`src/rtl/rfs_pkg.sv`:
```
package rfs_pkg;
    localparam int AW = 10;
    localparam int DW = 8;

    typedef logic [AW-1:0] addr_t;
    typedef logic [DW-1:0] data_t;

    typedef struct packed {
        addr_t addr;
        data_t data;
        data_t mask;
    } rec_t;

    localparam addr_t FLAG_ADDR = 10'h166;
    localparam int    FLAG_BIT  = 7;
    localparam data_t FLAG_MASK = data_t'(1) << FLAG_BIT;

    // charge-pump fields whose update forces a fresh bandwidth pickup
    localparam int NUM_CP = 2;

    function automatic addr_t cp_addr(input int idx);
        case (idx)
            0:       return 10'h139;
            default: return 10'h133;
        endcase
    endfunction

    function automatic data_t cp_bits(input int idx);
        case (idx)
            0:       return 8'h80;
            default: return 8'hE0;
        endcase
    endfunction

    typedef enum logic [2:0] {
        S_IDLE, S_WAIT_CAL, S_REQ_BUS, S_STREAM, S_SET_FLAG, S_RELEASE, S_WAIT_RECAL
    } st_t;

    typedef enum logic [1:0] {P_IDLE, P_RD, P_CAP, P_WR} ph_t;
endpackage

```
`src/rtl/rfs_cal_gate.sv`:
```
module rfs_cal_gate #(
    parameter int NUM_PLL = 2,
    parameter int NUM_CH  = 2
) (
    input  logic [NUM_PLL-1:0] pll_busy,
    input  logic [NUM_CH-1:0]  tx_busy,
    input  logic [NUM_CH-1:0]  rx_busy,
    output logic               all_idle
);
    localparam int NB = NUM_PLL + 2 * NUM_CH;
    logic [NB-1:0] busy_all;

    assign busy_all = {pll_busy, tx_busy, rx_busy};
    assign all_idle = ~|busy_all;
endmodule

```
`src/rtl/rfs_cp_track.sv`:
```
module rfs_cp_track
    import rfs_pkg::*;
(
    input  logic clk,
    input  logic rst,
    input  logic clr,
    input  logic upd,
    input  rec_t rec,
    output logic cp_hit
);
    logic [NUM_CP-1:0] hit_vec;

    for (genvar i = 0; i < NUM_CP; i++) begin : g_field
        assign hit_vec[i] = upd && (rec.addr == cp_addr(i)) && |(rec.mask & cp_bits(i));
    end

    always_ff @(posedge clk) begin
        if (rst || clr)
            cp_hit <= 1'b0;
        else if (|hit_vec)
            cp_hit <= 1'b1;
    end
endmodule

```
`src/rtl/rfs_rmw.sv`:
```
module rfs_rmw
    import rfs_pkg::*;
(
    input  logic  clk,
    input  logic  rst,
    input  logic  go,
    input  rec_t  req,
    output logic  idle,
    output logic  fin,
    output addr_t m_addr,
    output data_t m_wdata,
    output logic  m_read,
    output logic  m_write,
    input  data_t m_rdata
);
    ph_t   ph;
    rec_t  hold;
    data_t merged;

    always_ff @(posedge clk) begin
        if (rst) begin
            ph     <= P_IDLE;
            hold   <= '0;
            merged <= '0;
        end else begin
            case (ph)
                P_IDLE: if (go) begin
                    hold <= req;
                    ph   <= P_RD;
                end
                P_RD:  ph <= P_CAP;
                P_CAP: begin
                    merged <= (m_rdata & ~hold.mask) | (hold.data & hold.mask);
                    ph     <= P_WR;
                end
                default: ph <= P_IDLE;
            endcase
        end
    end

    always_comb begin
        idle    = (ph == P_IDLE);
        fin     = (ph == P_WR);
        m_read  = (ph == P_RD);
        m_write = (ph == P_WR);
        m_addr  = hold.addr;
        m_wdata = merged;
    end


    wr_follows_rd_chk: assert property (@(posedge clk) disable iff (rst)
        m_write |-> $past(m_read, 2) && (m_addr == $past(m_addr, 2)));
endmodule

```
`src/rtl/rate_flag_seq.sv`:
```
module rate_flag_seq
    import rfs_pkg::*;
#(
    parameter int NUM_PLL = 2,
    parameter int NUM_CH  = 2
) (
    input  logic               clk,
    input  logic               rst,
    input  logic               start,
    input  logic               full_img,
    input  logic               rate_chg,
    input  logic               rec_valid,
    output logic               rec_ready,
    input  logic [AW-1:0]      rec_addr,
    input  logic [DW-1:0]      rec_data,
    input  logic [DW-1:0]      rec_mask,
    input  logic               rec_last,
    input  logic [NUM_PLL-1:0] pll_cal_busy,
    input  logic [NUM_CH-1:0]  tx_cal_busy,
    input  logic [NUM_CH-1:0]  rx_cal_busy,
    output logic               bus_req,
    input  logic               bus_gnt,
    output logic [AW-1:0]      m_addr,
    output logic [DW-1:0]      m_wdata,
    output logic               m_write,
    output logic               m_read,
    input  logic [DW-1:0]      m_rdata,
    output logic               recal_req,
    output logic               done
);
    st_t  st;
    logic full_q, rate_q, last_q, flag_sent, seen_busy;
    logic all_idle, cp_hit;
    logic rec_acc, flag_go, rmw_go, rmw_idle, rmw_fin;
    rec_t in_rec, rmw_req;
    data_t flag_data;

    rfs_cal_gate #(.NUM_PLL(NUM_PLL), .NUM_CH(NUM_CH)) u_gate (
        .pll_busy (pll_cal_busy),
        .tx_busy  (tx_cal_busy),
        .rx_busy  (rx_cal_busy),
        .all_idle (all_idle)
    );

    rfs_cp_track u_track (
        .clk    (clk),
        .rst    (rst),
        .clr    (st == S_IDLE && start),
        .upd    (rec_acc),
        .rec    (in_rec),
        .cp_hit (cp_hit)
    );

    rfs_rmw u_rmw (
        .clk     (clk),
        .rst     (rst),
        .go      (rmw_go),
        .req     (rmw_req),
        .idle    (rmw_idle),
        .fin     (rmw_fin),
        .m_addr  (m_addr),
        .m_wdata (m_wdata),
        .m_read  (m_read),
        .m_write (m_write),
        .m_rdata (m_rdata)
    );

    always_comb begin
        in_rec     = '{addr: rec_addr, data: rec_data, mask: rec_mask};
        bus_req    = (st == S_REQ_BUS) || (st == S_STREAM) || (st == S_SET_FLAG);
        rec_ready  = (st == S_STREAM) && rmw_idle && !last_q;
        rec_acc    = rec_valid && rec_ready;
        flag_go    = (st == S_SET_FLAG) && !flag_sent;
        rmw_go     = rec_acc || flag_go;
        flag_data  = '0;
        flag_data[FLAG_BIT] = !cp_hit;
        rmw_req    = flag_go ? '{addr: FLAG_ADDR, data: flag_data, mask: FLAG_MASK} : in_rec;
        recal_req  = (st == S_RELEASE) && rate_q;
        done       = (st == S_WAIT_RECAL) && seen_busy && all_idle;
    end

    always_ff @(posedge clk) begin
        if (rst) begin
            st        <= S_IDLE;
            full_q    <= 1'b0;
            rate_q    <= 1'b0;
            last_q    <= 1'b0;
            flag_sent <= 1'b0;
            seen_busy <= 1'b0;
        end else begin
            case (st)
                S_IDLE: if (start) begin
                    full_q <= full_img;
                    rate_q <= rate_chg;
                    last_q <= 1'b0;
                    st     <= S_WAIT_CAL;
                end
                S_WAIT_CAL: if (all_idle) st <= S_REQ_BUS;
                S_REQ_BUS:  if (bus_gnt)  st <= S_STREAM;
                S_STREAM: begin
                    if (rec_acc && rec_last) last_q <= 1'b1;
                    if (rmw_fin && last_q)
                        st <= (rate_q && !full_q) ? S_SET_FLAG : S_RELEASE;
                end
                S_SET_FLAG: begin
                    if (flag_go) flag_sent <= 1'b1;
                    if (rmw_fin) begin
                        flag_sent <= 1'b0;
                        st        <= S_RELEASE;
                    end
                end
                S_RELEASE: begin
                    seen_busy <= !rate_q;
                    st        <= S_WAIT_RECAL;
                end
                S_WAIT_RECAL: begin
                    if (!all_idle) seen_busy <= 1'b1;
                    if (done) st <= S_IDLE;
                end
                default: st <= S_IDLE;
            endcase
        end
    end


    bus_req_gate_chk: assert property (@(posedge clk) disable iff (rst)
        $rose(bus_req) |-> $past(all_idle));


    access_granted_chk: assert property (@(posedge clk) disable iff (rst)
        (m_read || m_write) |-> (bus_req && bus_gnt));


    recal_released_chk: assert property (@(posedge clk) disable iff (rst)
        recal_req |-> !bus_req);


    recal_single_chk: assert property (@(posedge clk) disable iff (rst)
        recal_req |=> !recal_req);


    done_quiet_chk: assert property (@(posedge clk) disable iff (rst)
        done |-> (!bus_req && !m_read && !m_write));


    one_in_flight_chk: assert property (@(posedge clk) disable iff (rst)
        rec_acc |=> !rec_ready);
endmodule

```
`config.mk`:
```
export PLATFORM = sky130hd
export DESIGN_NAME = rate_flag_seq
export DESIGN_NICKNAME = d
export VERILOG_FILES = /design/src/rtl/rfs_pkg.sv /design/src/rtl/rfs_cal_gate.sv /design/src/rtl/rfs_cp_track.sv /design/src/rtl/rfs_rmw.sv /design/src/rtl/rate_flag_seq.sv
export SDC_FILE = /design/constraint.sdc
export NUM_CORES = 1
export LEC_CHECK = 0
export BUFFER_PORTS_ARGS = -buffer_cell sky130_fd_sc_hd__buf_2
export CAP_MARGIN = 0
export CORE_ASPECT_RATIO = 0.9
export CORE_UTILIZATION = 35
export CTS_CLUSTER_DIAMETER = 50
export DETAILED_ROUTE_END_ITERATION = 6
export GPL_TIMING_DRIVEN = 0
export PLACE_DENSITY = 0.62
export SLEW_MARGIN = 30
export SYNTH_ARGS = -nofsm -noshare
export SYNTH_HDL_FRONTEND = slang
export SYNTH_SLANG_ARGS = --single-unit
```
`constraint.sdc`:
```
create_clock -name clk -period 3 [get_ports clk]
set_input_delay 0.6 -clock clk [delete_from_list [all_inputs] [get_ports clk]]
set_output_delay 0.6 -clock clk [all_outputs]
set_load 0.05 [all_outputs]
```
==> flow_metrics.tcl, run 1 <==
set metrics [dict create \
    cp.arrival_ns 1.79 \
    wl_per_cell_um 14.0 \
    postCtsSetupRepairBufs 0 \
    gp_congestion 0.786 \
    syn_inst 251 \
    synth_top_family_by_area "simple AND/OR/NAND/NOR gates" \
    final_common_cell "buf_2" \
    status "finished clean" \
    max_stage_delay_ns 0.44 \
    dr_wl_met3_um 281 \
    wirelength_um 5600 \
    antenna_found_initial 0 \
    first_pass_iters 4 \
    synthArstFlopShare 0 \
    rr_startpoint "u_rmw.ph[0]$_SDFFE_PP0P_" \
    drcViolationCount 0 \
    setup.worst_path.start "pll_cal_busy[1]" \
    yosys_warnings 0 \
    finalWorstSetupSlack_ns 0.605 \
    grt_use_total 0.178 \
    synth_compound_area_frac 0.159 \
    syn_to_final_growth_pct 25.8 \
    placement_rows 26 \
    antenna_cells 0 \
    io_buffers 71 \
    fill_cells 598 \
    ff2ff_setup_slack_ns 1.04 \
    initial_core_util 0.373 \
    rsz0062_at_grt "false" \
    ant_nets 0 \
    dr.first_iter.drc_count 60 \
    clkTransAtPathRegs_ns 0.08 \
    insertion_delay_ns 0.30 \
    path_max_fanout 3 \
    ys_seq_area_frac 0.415 \
    die_x_um 85.1 \
    tightestPinTransition_ns 0.695 \
    grt_first_pass_wirelength_um 9200 \
    synth-seq-cells 45 \
    viasPerCell 5.09 \
    drv_cap 0 \
    ios 72 \
    grt_max_degree 15 \
    yosysUniqueCellTypes 42 \
    pre_cts_slack_ns 0.594 \
    postCtsHoldBufs 0 \
    maxSlewViolCount 0 \
    max_freq_mhz 418 \
    synth_mux_area_frac 0.0507 \
    top_layer_used "met4" \
    max-vdd-ir-drop_mv 0.234 \
    synth_fa_ha_area_frac 0.0230 \
    core-area_um2 5820 \
    wl_met1_um 2750 \
    synthFlopType "dfxtp_1" \
    synth_xor_xnor_area_share 0 \
    crit_family "simple AND/OR/NAND/NOR gates" \
    cp_slowest_cell "nor4_1" \
    r2r-end "u_rmw.hold[6]$_SDFFE_PP0P_" \
    worstSetupEndpointType "primary output" \
    cp_cell_sequence "buf_2, nor4_1, nand2_1, nor4_2, buf_2" \
    setup-violations-final 0 \
    h-tree-depth 2 \
    min_period_ns 2.39 \
    clockBufferDepth 2 \
    min_path_type "register to register" \
    worst-path-buf-inv 2 \
    drive_above_1_share 0.318 \
    skew_ns 0.00794 \
    dpl.hpwl_um 4190 \
    finalSetupTns_ns 0 \
    vias 2034 \
    netlist_area_um2 2170 \
    synthSimpleGateAreaFrac 0.255 \
    cp.depth 5 \
    startpoint_type "input port" \
    cts-root-buf "clkbuf_8" \
    layout_common_cells "buf_2 (76), dfxtp_1 (45), nand2_1 (23), a21oi_1 (23), nor2_1 (22)" \
    synth_edf_count 0 \
    finalHoldViolCount 0 \
    grt-ovfl-total 0 \
    max_slew_margin 0.533 \
    crit_required_ns 2.40 \
    layout.nets 381 \
    power_leakage_nw 1.13 \
    die_h_um 76.8 \
    first_global_vias 1939 \
    cts_buffers 5 \
    cts.repair.resized 0 \
    wl_met2_um 2480 \
    cpMostUsedCell "buf_2" \
    tritoncts "yes" \
    min_period_over_period 0.798 \
    worstSetupEndpoint "done" \
    synth_nets 303 \
    syn_avg_cell_area_um2 8.66 \
    reg2reg_depth 7 \
    clock-sinks 45 \
    path_class "input port to primary output" \
    power.density_nw_per_um2 628 \
    die-area_um2 6530 \
]
-- worst register-to-register path, delay by kind of cell (launching register included) --
kind,cells,cell delay [ns]
fa+ha+maj,1,0.29
flops,1,0.37
simple gates,2,0.34
compound gates,2,0.51
buf+inv,2,0.39
-- metrics by stage --
stage	utilization	area [um^2]	std cells	power, mW	hold slack (ns)
2_1_floorplan	-	2180	251	1.13	0.432
3_3_place_gp	0.450	2620	392	1.27	0.440
3_5_place_dp	0.450	2620	392	1.27	0.447
4_1_cts	0.469	2730	400	1.73	0.458
5_1_grt	0.469	2730	400	1.81	0.480
6_report	0.469	2730	400	1.72	0.453
-- per-layer routing --
layer / vias to the layer above / global-route usage
met4: 0 / 0.0610
li1: 1034 / -
met2: 46 / 0.272
met3: 7 / 0.0388
met5: - / 0
met1: 947 / 0.247
-- how the worst min path moves through the flow --
stage / startpoint / to / slack, ns / cells after the start
final: u_rmw.hold[9]$_SDFFE_PP0P_ / u_rmw.hold[9]$_SDFFE_PP0P_ / 0.45 / 2
after global routing: u_rmw.hold[14]$_SDFFE_PP0P_ / u_rmw.hold[14]$_SDFFE_PP0P_ / 0.48 / 2
after CTS: u_rmw.hold[9]$_SDFFE_PP0P_ / u_rmw.hold[9]$_SDFFE_PP0P_ / 0.46 / 2
after detailed placement: u_rmw.hold[9]$_SDFFE_PP0P_ / u_rmw.hold[9]$_SDFFE_PP0P_ / 0.45 / 2
after global placement: u_rmw.m_addr[4]$_SDFFE_PP0P_ / u_rmw.m_addr[4]$_SDFFE_PP0P_ / 0.44 / 2
after floorplan: u_rmw.hold[10]$_SDFFE_PP0P_ / u_rmw.hold[10]$_SDFFE_PP0P_ / 0.43 / 2
-- kinds of logic after synthesis --
kind of cell,Yosys count
compound gates,49
flops,45
mux,11
buf+inv,34
simple gates,108
fa+ha+maj,4
-- synthesized netlist by cell type, types with 6 or more instances --
cell type,number,area (um^2)
a211oi_1,9,67.6
a21oi_1,23,115
buf_4,11,82.6
clkbuf_1,7,26.3
dfxtp_1,45,901
inv_1,6,22.5
mux2i_1,11,110
nand2_1,23,86.3
nand2b_1,7,43.8
nand3_1,20,100
nor2_1,22,82.6
nor3_1,15,75.1
-- registers in the layout, indices dropped and copies added, names as in the netlist --
register,cells
st,3
u_track.cp_hit,1
u_rmw.m_addr,10
u_rmw.ph,2
u_rmw.hold,16
u_rmw.m_wdata,8
seen_busy,1
flag_sent,1
full_q,1
last_q,1
rate_q,1
-- final cells by class --
cell class / count / area (um^2) / area share
Clock inverter: 2 / 38.8 / 0.0142
Timing Repair Buffer: 71 / 355 / 0.130
Clock buffer: 6 / 72.6 / 0.0265
Tap cell: 70 / 87.6 / 0.0320
Inverter: 6 / 22.5 / 0.00824
Sequential cell: 45 / 901 / 0.330
Buffer: 28 / 190 / 0.0696
Multi-Input combinational cell: 172 / 1070 / 0.390
-- power breakdown --
group / switching, mW / internal (mW) / total, mW
logic: 0.356 / 0.206 / 0.562
registers: 0.0415 / 0.655 / 0.697
clock network: 0.208 / 0.250 / 0.458
Power figures use the tool's default switching activity.
==> run 2: changes to the inputs <==
Clock period 3 ns to 2.3 ns, I/O delays scaled along.
==> run 2 against run 1 <==
Compared with the run above: sequential share of layout area fell by 0.11 points; clock skew rose by 0.0016 ns; first-iteration DRC count grew 43%; combinational power grew 31%; critical endpoint is now rec_ready; final area is 0.32% higher; critical path type is now register to primary output.
==> flow_metrics.tcl, run 2 (same netlist as run 1, synthesis figures left out) <==
set metrics [dict create \
    setup-violations-final 0 \
    grt-ovfl-total 0 \
    layout.nets 381 \
    power.density_nw_per_um2 818 \
    rsz0062_at_grt "false" \
    crit_required_ns 1.84 \
    die_h_um 76.8 \
    drive_above_1_share 0.318 \
    postCtsHoldBufs 0 \
    tritoncts "yes" \
    wirelength_um 5610 \
    maxSlewViolCount 0 \
    pre_cts_slack_ns 0.146 \
    worstSetupEndpointType "primary output" \
    power_frac_comb 0.329 \
    clock-sinks 45 \
    gp_congestion 0.784 \
    status "finished clean" \
    antenna_cells 0 \
    drcViolationCount 0 \
    syn_to_final_growth_pct 26.2 \
    ant_nets 0 \
    ios 72 \
    largest_register_ffs 16 \
    grt_first_pass_wirelength_um 9010 \
    finalSetupTns_ns 0 \
    wl_per_cell_um 14.0 \
    startpoint_type "register" \
    first_global_vias 1914 \
    h-tree-depth 2 \
    placement_rows 26 \
    finalWorstSetupSlack_ns 0.122 \
    p_clk_frac 0.266 \
    cts-root-buf "clkbuf_8" \
    power_leakage_nw 1.15 \
    postCtsSetupRepairBufs 0 \
    timing.hold.ws_ns 0.406 \
    min_period_over_period 0.947 \
    cp.arrival_ns 1.72 \
    initial_core_util 0.373 \
    tightestPinTransition_ns 0.746 \
    max-vdd-ir-drop_mv 0.334 \
    vias 2034 \
    finalHoldViolCount 0 \
    top_register "u_rmw.hold" \
    viasPerCell 5.09 \
    grt_use_total 0.177 \
    min_path_type "input port to register" \
    skew_ns 0.00950 \
    first_pass_iters 5 \
    max_slew_margin 0.499 \
    grt_max_degree 15 \
    antenna_found_initial 0 \
    netSwitchingPower_mw 0.793 \
    cts.repair.resized 0 \
    dr.first_iter.drc_count 86 \
    path_class "register to primary output" \
    clkTransAtPathRegs_ns 0.08 \
    total_power_mw 2.24 \
    core-area_um2 5820 \
    clockBufferDepth 2 \
    dpl.hpwl_um 4160 \
    layout_common_cells "buf_2 (76), dfxtp_1 (45), nand2_1 (23), a21oi_1 (23), nor2_1 (22)" \
    max_freq_mhz 459 \
    cts_buffers 5 \
    path_max_fanout 6 \
    final_cell_count_no_fill 400 \
    insertion_delay_ns 0.30 \
    die_x_um 85.1 \
    min_period_ns 2.18 \
    io_buffers 71 \
    drv_cap 0 \
    dpl.cell_count 392 \
    p_sw_frac 0.354 \
    die-area_um2 6530 \
    p_seq_frac 0.406 \
    p_int_mw 1.45 \
    final_common_cell "buf_2" \
]
run 2: cell counts in the layout (fill, tap and decap cells not counted):
No cell type changed its count.
run 2: path summary, 6_finish.rpt:
kind / startpoint / depth (start not counted) / slack [ns] / to
hold / removal: rec_last / 3 / 0.41 / last_q$_SDFFE_PP0P_
hold reg to reg: u_rmw.hold[10]$_SDFFE_PP0P_ / 2 / 0.45 / u_rmw.hold[10]$_SDFFE_PP0P_
setup / recovery: u_rmw.ph[0]$_SDFFE_PP0P_ / 5 / 0.12 / rec_ready
setup reg to reg: u_rmw.ph[0]$_SDFFE_PP0P_ / 7 / 0.34 / u_rmw.hold[1]$_SDFFE_PP0P_
run 2: per-stage QoR:
stage               area (um^2)  utilization
finish                     2740        0.471
global route               2740        0.471
CTS                        2740        0.471
detailed placement         2630        0.452
global placement           2630        0.452
floorplan                  2190            -
run 2: power groups by stage:
stage               clock, mW  combinational [mW]  sequential, mW
finish                  0.596               0.737           0.910
detailed placement          0               0.733           0.928
CTS                     0.613               0.737           0.910
floorplan                   0               0.532           0.950
global placement            0               0.728           0.926
global route            0.641               0.803           0.923
run 2: worst max-delay path: stages (launching register included):
cell     delay [ns]
dfxtp_1        0.33
inv_1          0.10
ha_1           0.31
and2b_1        0.28
and2_1         0.16
buf_2          0.26
run 2: layout make-up:
cell class / count / area, um^2
inverters: 6 / 22.5
multi-input cells: 172 / 1070
clock inverters: 2 / 38.8
fillers: 617 / 3080
repair buffers: 71 / 355
plain buffers: 28 / 190
flip-flops and latches: 45 / 901
well taps: 70 / 87.6
clock buffers: 6 / 72.6
run 2: routing by layer:
metal  share of wire  GRT usage
met1            0.50      0.247
met2            0.45      0.273
met3           0.043     0.0301
met4           0.010     0.0610
met5               0          0
==> run 3: changes to the inputs <==
Settings changed: BUFFER_PORTS_ARGS -buffer_cell sky130_fd_sc_hd__buf_2 to not set, DONT_BUFFER_PORTS set to 1, PLACE_DENSITY 0.62 to 0.52.
==> run 3 against run 2 <==
Compared with the run above: combinational power fell by 16%; non-clock buffer count fell by 71; hold slack got worse by 0.11 ns; fmax rose by 0.36%; highest routed layer unchanged.
==> flow_metrics.tcl, run 3 (same netlist as run 1, synthesis figures left out) <==
set metrics [dict create \
    drive_above_1_share 0.139 \
    power.density_nw_per_um2 873 \
    rsz0062_at_grt "false" \
    grt_use_total 0.176 \
    power_leakage_nw 0.809 \
    insertion_delay_ns 0.30 \
    syn_to_final_growth_pct 8.98 \
    pre_cts_slack_ns 0.114 \
    dpl.hpwl_um 4110 \
    skew_ns 0.00942 \
    layout.nets 310 \
    antenna_cells 0 \
    worstSetupEndpoint "done" \
    wl_met1_um 2610 \
    place_area_um2 2280 \
    worstSetupEndpointType "primary output" \
    min_period_over_period 0.943 \
    crit_family "simple AND/OR/NAND/NOR gates" \
    wl_per_cell_um 16.6 \
    final_cell_count_no_fill 329 \
    cp.depth 3 \
    finalSetupTns_ns 0 \
    first_pass_iters 4 \
    reg2reg_depth 7 \
    placement_rows 26 \
    design_area_um2 2370 \
    max_freq_mhz 461 \
    min_path_type "input port to register" \
    crit_required_ns 1.84 \
    die_h_um 76.8 \
    top_register "u_rmw.hold" \
    dr.first_iter.drc_count 56 \
    final_util 0.407 \
    top_layer_used "met4" \
    max-vdd-ir-drop_mv 0.306 \
    tritoncts "yes" \
    layout_common_cells "dfxtp_1 (45), nand2_1 (23), a21oi_1 (23)" \
    rr_startpoint "u_rmw.ph[0]$_SDFFE_PP0P_" \
    cts.repair.resized 0 \
    die-area_um2 6530 \
    r2r-end "u_rmw.hold[5]$_SDFFE_PP0P_" \
    finalHoldViolCount 0 \
    core-area_um2 5820 \
    max_slew_margin 0.517 \
    clkTransAtPathRegs_ns 0.09 \
    dpl.cell_count 321 \
    final_common_cell "dfxtp_1" \
    path_class "register to primary output" \
    grt_max_degree 16 \
    maxSlewViolCount 0 \
    max_stage_delay_ns 0.56 \
    total_power_mw 2.07 \
    first_global_vias 1783 \
    ios 72 \
    vias 1771 \
    cts-root-buf "clkbuf_8" \
    antenna_found_initial 0 \
    path_max_fanout 10 \
    cts_buffers 5 \
    io_buffers 0 \
    startpoint_type "register" \
    clock-sinks 45 \
    drv_cap 0 \
    min_period_ns 2.17 \
    viasPerCell 5.38 \
    status "finished clean" \
    largest_register_ffs 16 \
    postCtsHoldBufs 0 \
    grt-ovfl-total 0 \
    ff2ff_setup_slack_ns 0.34 \
    gp_congestion 0.749 \
    setup-violations-final 0 \
    cp_slowest_cell "nor4_4" \
    finalWorstSetupSlack_ns 0.130 \
    clockBufferDepth 2 \
    h-tree-depth 2 \
    min_delay_path_depth 2 \
    drcViolationCount 0 \
    initial_core_util 0.373 \
    dr_wl_met3_um 484 \
    wl_met2_um 2340 \
    timing.hold.ws_ns 0.293 \
    tightestPinTransition_ns 0.720 \
    setup.worst_path.start "st[1]$_SDFFE_PP0P_" \
    cp_cell_sequence "buf_2, nand2b_1, nor4_4" \
    die_x_um 85.1 \
    grt_first_pass_wirelength_um 8990 \
    ant_nets 0 \
    postCtsSetupRepairBufs 0 \
    cp.arrival_ns 1.71 \
    worst-path-buf-inv 1 \
    wirelength_um 5470 \
]
==> run 3: cell types whose count changed in the layout (fill, tap and decap cells not counted) <==
cell,previous run,this run
bufinv_16,1,0
and2_2,0,1
buf_2,76,5
clkinv_4,1,0
clkbuf_1,8,7
and2_1,1,0
clkinvlp_4,0,3
==> run 3: where the power goes <==
group	switching (mW)	internal, mW	total [mW]
registers	0.0926	0.855	0.948
clock network	0.285	0.213	0.499
logic	0.401	0.220	0.621
total	0.779	1.29	2.07
==> run 3: area by class of cell <==
cell class              count  area [um^2]
fillers                   628         3450
plain buffers              28          190
clock buffers               5         68.8
clock inverters             3         22.5
inverters                   6         22.5
multi-input cells         172         1080
flip-flops and latches     45          901
well taps                  70         87.6
==> run 3: how the worst min path moves through the flow <==
stage / from / end / slack [ns]
detailed placement: u_rmw.hold[9]$_SDFFE_PP0P_ / u_rmw.hold[9]$_SDFFE_PP0P_ / 0.45
CTS: rec_last / last_q$_SDFFE_PP0P_ / 0.29
global route: rec_mask[3] / u_rmw.hold[3]$_SDFFE_PP0P_ / 0.29
finish: rec_last / last_q$_SDFFE_PP0P_ / 0.29
global placement: u_rmw.m_addr[9]$_SDFFE_PP0P_ / u_rmw.m_addr[9]$_SDFFE_PP0P_ / 0.44
floorplan: u_rmw.hold[10]$_SDFFE_PP0P_ / u_rmw.hold[10]$_SDFFE_PP0P_ / 0.43
==> run 3: layer usage <==
metal  vias up  global-route usage
met3         4              0.0667
met4         0              0.0407
met2        57               0.265
met1       822               0.238
met5         -                   0
li1        888                   -
